`src/rtl/adc_sp_pkg.sv`:
```
package adc_sp_pkg;

  typedef enum logic [1:0] {
    ST_CONV  = 2'd0,
    ST_SLEEP = 2'd1,
    ST_DOUT  = 2'd2
  } port_state_e;

  // command word layout (MSB first on the wire)
  localparam int unsigned CMD_BITS  = 13;
  localparam int unsigned HDR_HI    = 12;
  localparam int unsigned HDR_LO    = 11;
  localparam int unsigned EN_BIT    = 10;
  localparam int unsigned SGL_BIT   = 9;
  localparam int unsigned ODD_BIT   = 8;
  localparam int unsigned ADDR_MSB  = 7;
  localparam int unsigned ADDR_W    = 3;
  localparam int unsigned OSR_MSB   = 4;
  localparam int unsigned OSR_W     = 4;
  localparam int unsigned TWOX_BIT  = 0;

  typedef struct packed {
    logic              sgl;
    logic              odd;
    logic [ADDR_W-1:0] addr;
  } chan_cfg_t;

  typedef struct packed {
    logic [OSR_W-1:0] osr;
    logic             twox;
  } rate_cfg_t;

endpackage

```
`src/rtl/sp_sync_edge.sv`:
```
module sp_sync_edge #(
  parameter int unsigned STAGES  = 2,
  parameter logic        RST_VAL = 1'b0
) (
  input  logic clk,
  input  logic rst_n,
  input  logic d,
  output logic lvl,
  output logic prev
);

  logic [STAGES:0] pipe_q;
  logic [STAGES:0] pipe_d;

  always_comb begin
    pipe_d = {pipe_q[STAGES-1:0], d};
  end

  always_ff @(posedge clk or negedge rst_n) begin
    if (!rst_n) begin
      pipe_q <= {(STAGES+1){RST_VAL}};
    end else begin
      pipe_q <= pipe_d;
    end
  end

  assign lvl  = pipe_q[STAGES-1];
  assign prev = pipe_q[STAGES];

endmodule

```
`src/rtl/sp_conv_stub.sv`:
```
module sp_conv_stub #(
  parameter int unsigned CNT_W  = 16,
  parameter int unsigned DATA_W = 30
) (
  input  logic              clk,
  input  logic              rst_n,
  input  logic              start,
  input  logic [CNT_W-1:0]  conv_len,
  input  logic [DATA_W-1:0] sample,
  output logic              done,
  output logic [DATA_W-1:0] result
);

  logic              active_q, active_d;
  logic [CNT_W-1:0]  cnt_q, cnt_d;
  logic              done_q, done_d;
  logic [DATA_W-1:0] res_q, res_d;
  logic              expire;

  assign expire = ({1'b0, cnt_q} + 1'b1) >= {1'b0, conv_len};

  always_comb begin
    active_d = active_q;
    cnt_d    = cnt_q;
    done_d   = 1'b0;
    res_d    = res_q;
    if (start) begin
      active_d = 1'b1;
      cnt_d    = '0;
    end else if (active_q) begin
      if (expire) begin
        active_d = 1'b0;
        done_d   = 1'b1;
        res_d    = sample;
      end else begin
        cnt_d = cnt_q + 1'b1;
      end
    end
  end

  always_ff @(posedge clk or negedge rst_n) begin
    if (!rst_n) begin
      active_q <= 1'b1;
      cnt_q    <= '0;
      done_q   <= 1'b0;
      res_q    <= '0;
    end else begin
      active_q <= active_d;
      cnt_q    <= cnt_d;
      done_q   <= done_d;
      res_q    <= res_d;
    end
  end

  assign done   = done_q;
  assign result = res_q;


  done_pulse_chk: assert property (@(posedge clk) disable iff (!rst_n)
    done_q |=> !done_q);

endmodule

```
`src/rtl/sp_frame_shift.sv`:
```
module sp_frame_shift #(
  parameter int unsigned W      = 32,
  parameter int unsigned DATA_W = 30
) (
  input  logic              clk,
  input  logic              rst_n,
  input  logic              load,
  input  logic              shift,
  input  logic [DATA_W-1:0] data,
  output logic              msb
);

  localparam int unsigned PAD = W - DATA_W;

  logic [W-1:0] sreg_q, sreg_d;

  always_comb begin
    sreg_d = sreg_q;
    if (load) begin
      sreg_d = {{PAD{1'b0}}, data};
    end else if (shift) begin
      sreg_d = {sreg_q[W-2:0], 1'b0};
    end
  end

  always_ff @(posedge clk or negedge rst_n) begin
    if (!rst_n) begin
      sreg_q <= '0;
    end else begin
      sreg_q <= sreg_d;
    end
  end

  assign msb = sreg_q[W-1];


  frame_load_chk: assert property (@(posedge clk) disable iff (!rst_n)
    load |=> (msb == 1'b0));

endmodule

```
`src/rtl/sp_cfg_capture.sv`:
```
module sp_cfg_capture
  import adc_sp_pkg::*;
(
  input  logic      clk,
  input  logic      rst_n,
  input  logic      clear,
  input  logic      take,
  input  logic      bit_in,
  input  logic      commit,
  input  logic      chan_ok,
  output chan_cfg_t chan_o,
  output rate_cfg_t rate_o
);

  localparam int unsigned NB_W = $clog2(CMD_BITS + 1);
  localparam logic [NB_W-1:0] NB_FULL = NB_W'(CMD_BITS);

  logic [CMD_BITS-1:0] word_q, word_d;
  logic [NB_W-1:0]     nbits_q, nbits_d;
  chan_cfg_t           chan_q, chan_d;
  rate_cfg_t           rate_q, rate_d;
  logic                full, header_ok, en;

  assign full      = (nbits_q == NB_FULL);
  assign header_ok = (word_q[HDR_HI] == 1'b1) && (word_q[HDR_LO] == 1'b0);
  assign en        = word_q[EN_BIT];

  always_comb begin
    word_d  = word_q;
    nbits_d = nbits_q;
    chan_d  = chan_q;
    rate_d  = rate_q;
    if (clear) begin
      word_d  = '0;
      nbits_d = '0;
    end else if (take && !full) begin
      word_d  = {word_q[CMD_BITS-2:0], bit_in};
      nbits_d = nbits_q + 1'b1;
    end
    if (commit && full && header_ok) begin
      rate_d.osr  = word_q[OSR_MSB -: OSR_W];
      rate_d.twox = word_q[TWOX_BIT];
      if (chan_ok && en) begin
        chan_d.sgl  = word_q[SGL_BIT];
        chan_d.odd  = word_q[ODD_BIT];
        chan_d.addr = word_q[ADDR_MSB -: ADDR_W];
      end
    end
  end

  always_ff @(posedge clk or negedge rst_n) begin
    if (!rst_n) begin
      word_q  <= '0;
      nbits_q <= '0;
      chan_q  <= '0;
      rate_q  <= '0;
    end else begin
      word_q  <= word_d;
      nbits_q <= nbits_d;
      chan_q  <= chan_d;
      rate_q  <= rate_d;
    end
  end

  assign chan_o = chan_q;
  assign rate_o = rate_q;


  cfg_hold_chk: assert property (@(posedge clk) disable iff (!rst_n)
    !commit |=> ($stable(chan_q) && $stable(rate_q)));


  hdr_gate_chk: assert property (@(posedge clk) disable iff (!rst_n)
    (commit && !header_ok) |=> ($stable(chan_q) && $stable(rate_q)));


  chan_gate_chk: assert property (@(posedge clk) disable iff (!rst_n)
    (commit && !chan_ok) |=> $stable(chan_q));

endmodule

```
`src/rtl/adc_serial_port.sv`:
```
module adc_serial_port
  import adc_sp_pkg::*;
#(
  parameter int unsigned FRAME_BITS      = 32,
  parameter int unsigned DATA_W          = 30,
  parameter int unsigned CNT_W           = 16,
  parameter int unsigned SYNC_STAGES     = 2,
  parameter int unsigned ABORT_MIN_FALLS = 5,
  parameter int unsigned CHAN_MIN_FALLS  = 14
) (
  input  logic              clk,
  input  logic              rst_n,
  input  logic              sck_pin,
  input  logic              cs_n_pin,
  input  logic              sdi_pin,
  input  logic [CNT_W-1:0]  conv_len,
  input  logic [DATA_W-1:0] sample_in,
  output logic              sdo,
  output logic              sdo_oe,
  output logic              busy,
  output logic              cfg_sgl,
  output logic              cfg_odd,
  output logic [2:0]        cfg_addr,
  output logic [3:0]        cfg_osr,
  output logic              cfg_twox
);

  localparam int unsigned FC_W = $clog2(FRAME_BITS);
  localparam logic [FC_W-1:0] FC_LAST  = FC_W'(FRAME_BITS - 1);
  localparam logic [FC_W-1:0] FC_ABORT = FC_W'(ABORT_MIN_FALLS);
  localparam logic [FC_W-1:0] FC_CHAN  = FC_W'(CHAN_MIN_FALLS);

  // reset: asserted asynchronously, released on a clock edge
  logic [1:0] rst_pipe_q;
  logic       rst_ns;

  always_ff @(posedge clk or negedge rst_n) begin
    if (!rst_n) begin
      rst_pipe_q <= 2'b00;
    end else begin
      rst_pipe_q <= {rst_pipe_q[0], 1'b1};
    end
  end
  assign rst_ns = rst_pipe_q[1];

  logic sck_lvl, sck_prev, cs_lvl, cs_prev, sdi_lvl, sdi_prev;

  sp_sync_edge #(.STAGES(SYNC_STAGES), .RST_VAL(1'b0)) u_sck_sync (
    .clk(clk), .rst_n(rst_ns), .d(sck_pin), .lvl(sck_lvl), .prev(sck_prev));
  sp_sync_edge #(.STAGES(SYNC_STAGES), .RST_VAL(1'b1)) u_cs_sync (
    .clk(clk), .rst_n(rst_ns), .d(cs_n_pin), .lvl(cs_lvl), .prev(cs_prev));
  sp_sync_edge #(.STAGES(SYNC_STAGES), .RST_VAL(1'b0)) u_sdi_sync (
    .clk(clk), .rst_n(rst_ns), .d(sdi_pin), .lvl(sdi_lvl), .prev(sdi_prev));

  logic sck_rise_g, sck_fall_g, cs_rise;

  assign sck_rise_g = sck_lvl & ~sck_prev & ~cs_lvl;
  assign sck_fall_g = ~sck_lvl & sck_prev & ~cs_lvl;
  assign cs_rise    = cs_lvl & ~cs_prev;

  port_state_e       state_q, state_d;
  logic [FC_W-1:0]   fcnt_q, fcnt_d;
  logic              load, shift, take, start, commit, chan_ok;
  logic              conv_done, frame_msb;
  logic [DATA_W-1:0] conv_result;
  chan_cfg_t         chan_cfg;
  rate_cfg_t         rate_cfg;

  always_comb begin
    state_d = state_q;
    fcnt_d  = fcnt_q;
    load    = 1'b0;
    shift   = 1'b0;
    take    = 1'b0;
    start   = 1'b0;
    commit  = 1'b0;
    case (state_q)
      ST_CONV: begin
        if (conv_done) begin
          state_d = ST_SLEEP;
          load    = 1'b1;
          fcnt_d  = '0;
        end
      end
      ST_SLEEP: begin
        if (sck_rise_g) begin
          state_d = ST_DOUT;
          take    = 1'b1;
        end
      end
      ST_DOUT: begin
        if (cs_rise && (fcnt_q >= FC_ABORT)) begin
          state_d = ST_CONV;
          start   = 1'b1;
          commit  = 1'b1;
        end else begin
          take = sck_rise_g;
          if (sck_fall_g) begin
            shift = 1'b1;
            if (fcnt_q == FC_LAST) begin
              state_d = ST_CONV;
              start   = 1'b1;
              commit  = 1'b1;
              fcnt_d  = '0;
            end else begin
              fcnt_d = fcnt_q + 1'b1;
            end
          end
        end
      end
      default: begin
        state_d = ST_CONV;
        start   = 1'b1;
      end
    endcase
  end

  assign chan_ok = (fcnt_q >= FC_CHAN);

  always_ff @(posedge clk or negedge rst_ns) begin
    if (!rst_ns) begin
      state_q <= ST_CONV;
      fcnt_q  <= '0;
    end else begin
      state_q <= state_d;
      fcnt_q  <= fcnt_d;
    end
  end

  sp_conv_stub #(.CNT_W(CNT_W), .DATA_W(DATA_W)) u_stub (
    .clk(clk), .rst_n(rst_ns), .start(start), .conv_len(conv_len),
    .sample(sample_in), .done(conv_done), .result(conv_result));

  sp_frame_shift #(.W(FRAME_BITS), .DATA_W(DATA_W)) u_frame (
    .clk(clk), .rst_n(rst_ns), .load(load), .shift(shift),
    .data(conv_result), .msb(frame_msb));

  sp_cfg_capture u_cfg (
    .clk(clk), .rst_n(rst_ns), .clear(load), .take(take), .bit_in(sdi_lvl),
    .commit(commit), .chan_ok(chan_ok), .chan_o(chan_cfg), .rate_o(rate_cfg));

  assign busy     = (state_q == ST_CONV);
  assign sdo      = busy ? 1'b1 : frame_msb;
  assign sdo_oe   = ~cs_lvl;
  assign cfg_sgl  = chan_cfg.sgl;
  assign cfg_odd  = chan_cfg.odd;
  assign cfg_addr = chan_cfg.addr;
  assign cfg_osr  = rate_cfg.osr;
  assign cfg_twox = rate_cfg.twox;

  logic unused_sdi;
  assign unused_sdi = sdi_prev;


  abort_restart_chk: assert property (@(posedge clk) disable iff (!rst_ns)
    (state_q == ST_DOUT && cs_rise && fcnt_q >= FC_ABORT) |=> (busy && sdo));


  frame_end_chk: assert property (@(posedge clk) disable iff (!rst_ns)
    (state_q == ST_DOUT && !cs_rise && sck_fall_g && fcnt_q == FC_LAST) |=> (busy && sdo));


  sleep_hold_chk: assert property (@(posedge clk) disable iff (!rst_ns)
    (state_q == ST_SLEEP && !sck_rise_g) |=> ($stable(frame_msb) && !busy));


  early_cs_chk: assert property (@(posedge clk) disable iff (!rst_ns)
    (state_q == ST_DOUT && cs_rise && fcnt_q < FC_ABORT) |=> !busy);

endmodule

```
`config.mk`:
```
export PLATFORM = sky130hd
export DESIGN_NAME = adc_serial_port
export DESIGN_NICKNAME = d
export VERILOG_FILES = /design/src/rtl/adc_sp_pkg.sv /design/src/rtl/sp_sync_edge.sv /design/src/rtl/sp_conv_stub.sv /design/src/rtl/sp_frame_shift.sv /design/src/rtl/sp_cfg_capture.sv /design/src/rtl/adc_serial_port.sv
export SDC_FILE = /design/constraint.sdc
export NUM_CORES = 1
export LEC_CHECK = 0
export ABC_AREA = 1
export BUFFER_PORTS_ARGS = -buffer_cell sky130_fd_sc_hd__buf_2
export CAP_MARGIN = 25
export CORE_MARGIN = 2
export CORE_UTILIZATION = 63
export DETAILED_ROUTE_END_ITERATION = 8
export PLACE_DENSITY = 0.85
export SETUP_SLACK_MARGIN = 0.2
export SLEW_MARGIN = 20
export SYNTH_ARGS = -nofsm -noshare
export SYNTH_HDL_FRONTEND = slang
export SYNTH_SLANG_ARGS = --single-unit
```
`constraint.sdc`:
```
create_clock -name clk -period 10.4 [get_ports clk]
set_input_delay 3.12 -clock clk [delete_from_list [all_inputs] [get_ports clk]]
set_output_delay 3.12 -clock clk [all_outputs]
set_load 0.01 [all_outputs]
```
==> summary.txt <==
Yosys
  • Post-synthesis area per instance: 8.92 sq um
  • Seq cells post-synth: 124
  • Most common flop cell mapped by yosys: dfrtp_1
  • Synth area leader: dfrtp_1
  • Number of synthesized flops with an enable pin: 0
  • Synth top area cells: dfrtp_1 (50%), nand2_1 (10%), inv_1 (6.3%)
  • Netlist Area Pre-Place: 0.00602 sq mm
  • Mapped Cells: 675
  • Count of cell types in the netlist: 32
  • YS warnings: 0
  • Yosys top cell area share: 0.499
  • Post-synth top cells: nand2_1 (163), dfrtp_1 (120), inv_1 (101)
  • Net Count, Synth: 752
  • Register area share after synthesis: 0.516
  • Most frequent cell after synthesis: nand2_1
  • Asr flop ratio synth: 1.00

STA
  • Max frequency: 0.201 GHz
  • Normalized max-slew margin: 0.417
  • # setup viols final: 0
  • Fin crit share: 0.478
  • Setup WS post-layout: 5.43 ns
  • Clock skew: 0.00807 ns
  • Hold Vio Cnt, Final: 0
  • RSZ-0062 raised after global routing: false
  • Minimum clock period: 4.97 ns
  • Max-slew violation count: 0
  • Hold Slack: 0.317 ns
  • Worst slew pin tran: 0.873 ns
  • TNS Setup: 0 ns

Cells and area
  • Post-Layout Cell Count: 877
  • Ant diodes: 0
  • Util after Layout: 0.759
  • Design area: 0.00702 sq mm
  • Nets: 812
  • Layout fillers: 604
  • Layout cells sized above 1: 0.167
  • Area grow syn2layout: 16.6%

Placed design
  • Placed cells: 843
  • Post-DP HPWL: 8250 um
  • Placed cell area: 0.00640 sq mm
  • Final Wtd Congestion: 0.852
  • Port buffer count: 63
  • Pre-CTS setup slack: 5.03 ns

GRT
  • Vias in the first global route: 4764
  • Global-route usage over all layers: 0.274
  • First-pass GRT wire length: 22200 um
  • Antenna violations before repair: 0
  • Largest net degree at the start of global routing: 82
  • Grt ovf: 0

Setup path
  • Worst setup startpoint: conv_len[8]
  • Critical-path cell list: buf_2 -> inv_1 -> ha_1 -> nand2_1 -> inv_1 -> nand3_1 -> nor2_1 -> nand3_1 -> nand3_1 -> nor2_4 -> nand2_4 -> nand2_4 -> nand2_1 -> nand2_1
  • CP max stage cell: nor2_4
  • FF-to-FF End: u_stub.result[3]
  • Worst path arrival time: 5.41 ns
  • Max Fanout on Critical Path: 31
  • R2R Path Start: u_stub.cnt_q[0]
  • CP required: 10.84 ns
  • Crit path kind: in -> reg
  • Cell family with most CP delay: simple AND/OR/NAND/NOR gates
  • CP bufs+invs: 3
  • Setup crit end kind: flip-flop
  • WP depth: 14
  • Path depth of the worst reg2reg path: 17
  • Slowest stage delay, CP: 0.44 ns
  • Critical Path Source Type: primary input
  • R2R setup slack: 6.63 ns

Outcome
  • Status: finished clean

Die
  • Core Area: 0.00924 sq mm
  • Die Wd: 102 um
  • FP Rows: 35
  • Top-level port count: 64
  • Die height: 102 um
  • Die ar.: 0.0104 sq mm
  • Starting Density: 0.651

Power and ir drop
  • Peak supply drop: 0.149 mV
  • Pleak: 3.66 nW
  • Part of the power in registers: 0.390
  • Switching Fraction: 0.319
  • Total power: 1.40 mW
  • Pint: 0.957 mW
  • Sw Pwr: 0.447 mW
  • Total power per unit cell area: 200 mW/mm^2
  • Comb power frac: 0.207
  • Clock group share of total power: 0.403

Routing
  • Wirelength per Cell: 15.3 um
  • Detailed Route WL: 13400 um
  • Initial drt markers: 382
  • DRC Markers: 0
  • Drt first pass iters: 7
  • Vias/cell: 5.65
  • Vias: 4951
  • Antenna viol nets, final: 0

Clock network
  • TritonCTS clock tree: yes
  • Hold_buf cts: 0
  • Max Buffers Root-to-Sink: 2
  • # clock sinks: 124
  • H-tree Lvls: 4
  • Setup Buffers After CTS: 0
  • Post-cts sizing count: 0
  • Clk_lat worst skew: 0.51 ns
  • CTS buffer count: 17
  • Root Driver: clkbuf_8
  • CTS clk-pin slew, worst paths: 0.06 ns

Flow run
  • Max-cap violation count: 0

Worst hold path
  • Min-Delay Path Class: reg -> async
how the worst max path moves through the flow:
stage | end | slack (ns)
final | u_stub.result[3] | 5.43
after global routing | u_stub.result[3] | 5.22
after CTS | u_stub.result[27] | 5.49
after detailed placement | u_stub.result[6] | 5.03
after global placement | u_stub.result[13] | 5.13
after floorplan | u_stub.cnt_q[10] | 5.88
metal layers:
| metal | global-route usage | vias to the layer above | wire, um |
|---|---|---|---|
| met5 | 0 | - | 0 |
| met4 | 0.105 | 0 | 305 |
| met3 | 0.0683 | 34 | 748 |
| met2 | 0.458 | 202 | 6890 |
| met1 | 0.345 | 2386 | 5510 |
| li1 | - | 2329 | - |
registers in the layout (all words and copies together), names as in the netlist:
| name | cells |
|---|---|
| u_frame.sreg_q | 32 |
| u_sdi_sync.pipe_q | 2 |
| fcnt_q | 5 |
| u_stub.cnt_q | 16 |
| u_cfg.rate_o | 5 |
| rst_pipe_q | 2 |
| u_cfg.nbits_q | 4 |
| u_sck_sync.pipe_q | 3 |
| u_cfg.word_q | 13 |
| u_cfg.chan_o | 5 |
| u_cs_sync.pipe_q | 3 |
| u_stub.done | 1 |
| state_q | 2 |
| u_stub.active_q | 1 |
| u_stub.result | 30 |
cell usage in the layout, fill, tap and decap left out, types with 17 or more instances in the layout:
cell type | synthesis | final
nand2_1 | 163 | 163
dfrtp_1 | 120 | 119
inv_1 | 101 | 101
nand3_1 | 63 | 63
buf_2 | 6 | 63
nor2_1 | 27 | 27
o221ai_1 | 27 | 27
ha_1 | 26 | 26
nand4_1 | 18 | 18
o21ai_0 | 17 | 17
cells by family (layout without fill, tap and decap cells):
group / after synthesis / count (layout) / synth area share
other: 1 / 1 / 0.000623
AND/OR/NAND/NOR: 297 / 297 / 0.224
AO/OA/AOI/OAI: 83 / 83 / 0.0936
buffers and inverters: 129 / 202 / 0.0892
adder cells (fa/ha/maj): 26 / 26 / 0.0541
flip-flops: 124 / 124 / 0.516
XOR/XNOR: 15 / 15 / 0.0218
area by class of cell:
class | instances | area, sq um | area share
inverter | 102 | 383 | 0.0546
timing repair buffer | 68 | 404 | 0.0576
sequential | 124 | 3110 | 0.444
clock buffer | 18 | 428 | 0.0610
multi-input combinational | 422 | 2380 | 0.339
clock inverter | 14 | 146 | 0.0209
tap | 129 | 161 | 0.0230
power groups by stage:
stage	sequential, mW	clock (mW)	combinational [mW]
floorplan	0.551	0	0.194
global placement	0.551	0	0.239
detailed placement	0.555	0	0.276
CTS	0.547	0.567	0.283
global route	0.552	0.592	0.322
finish	0.548	0.565	0.291
(Power assumes the default switching activity.)
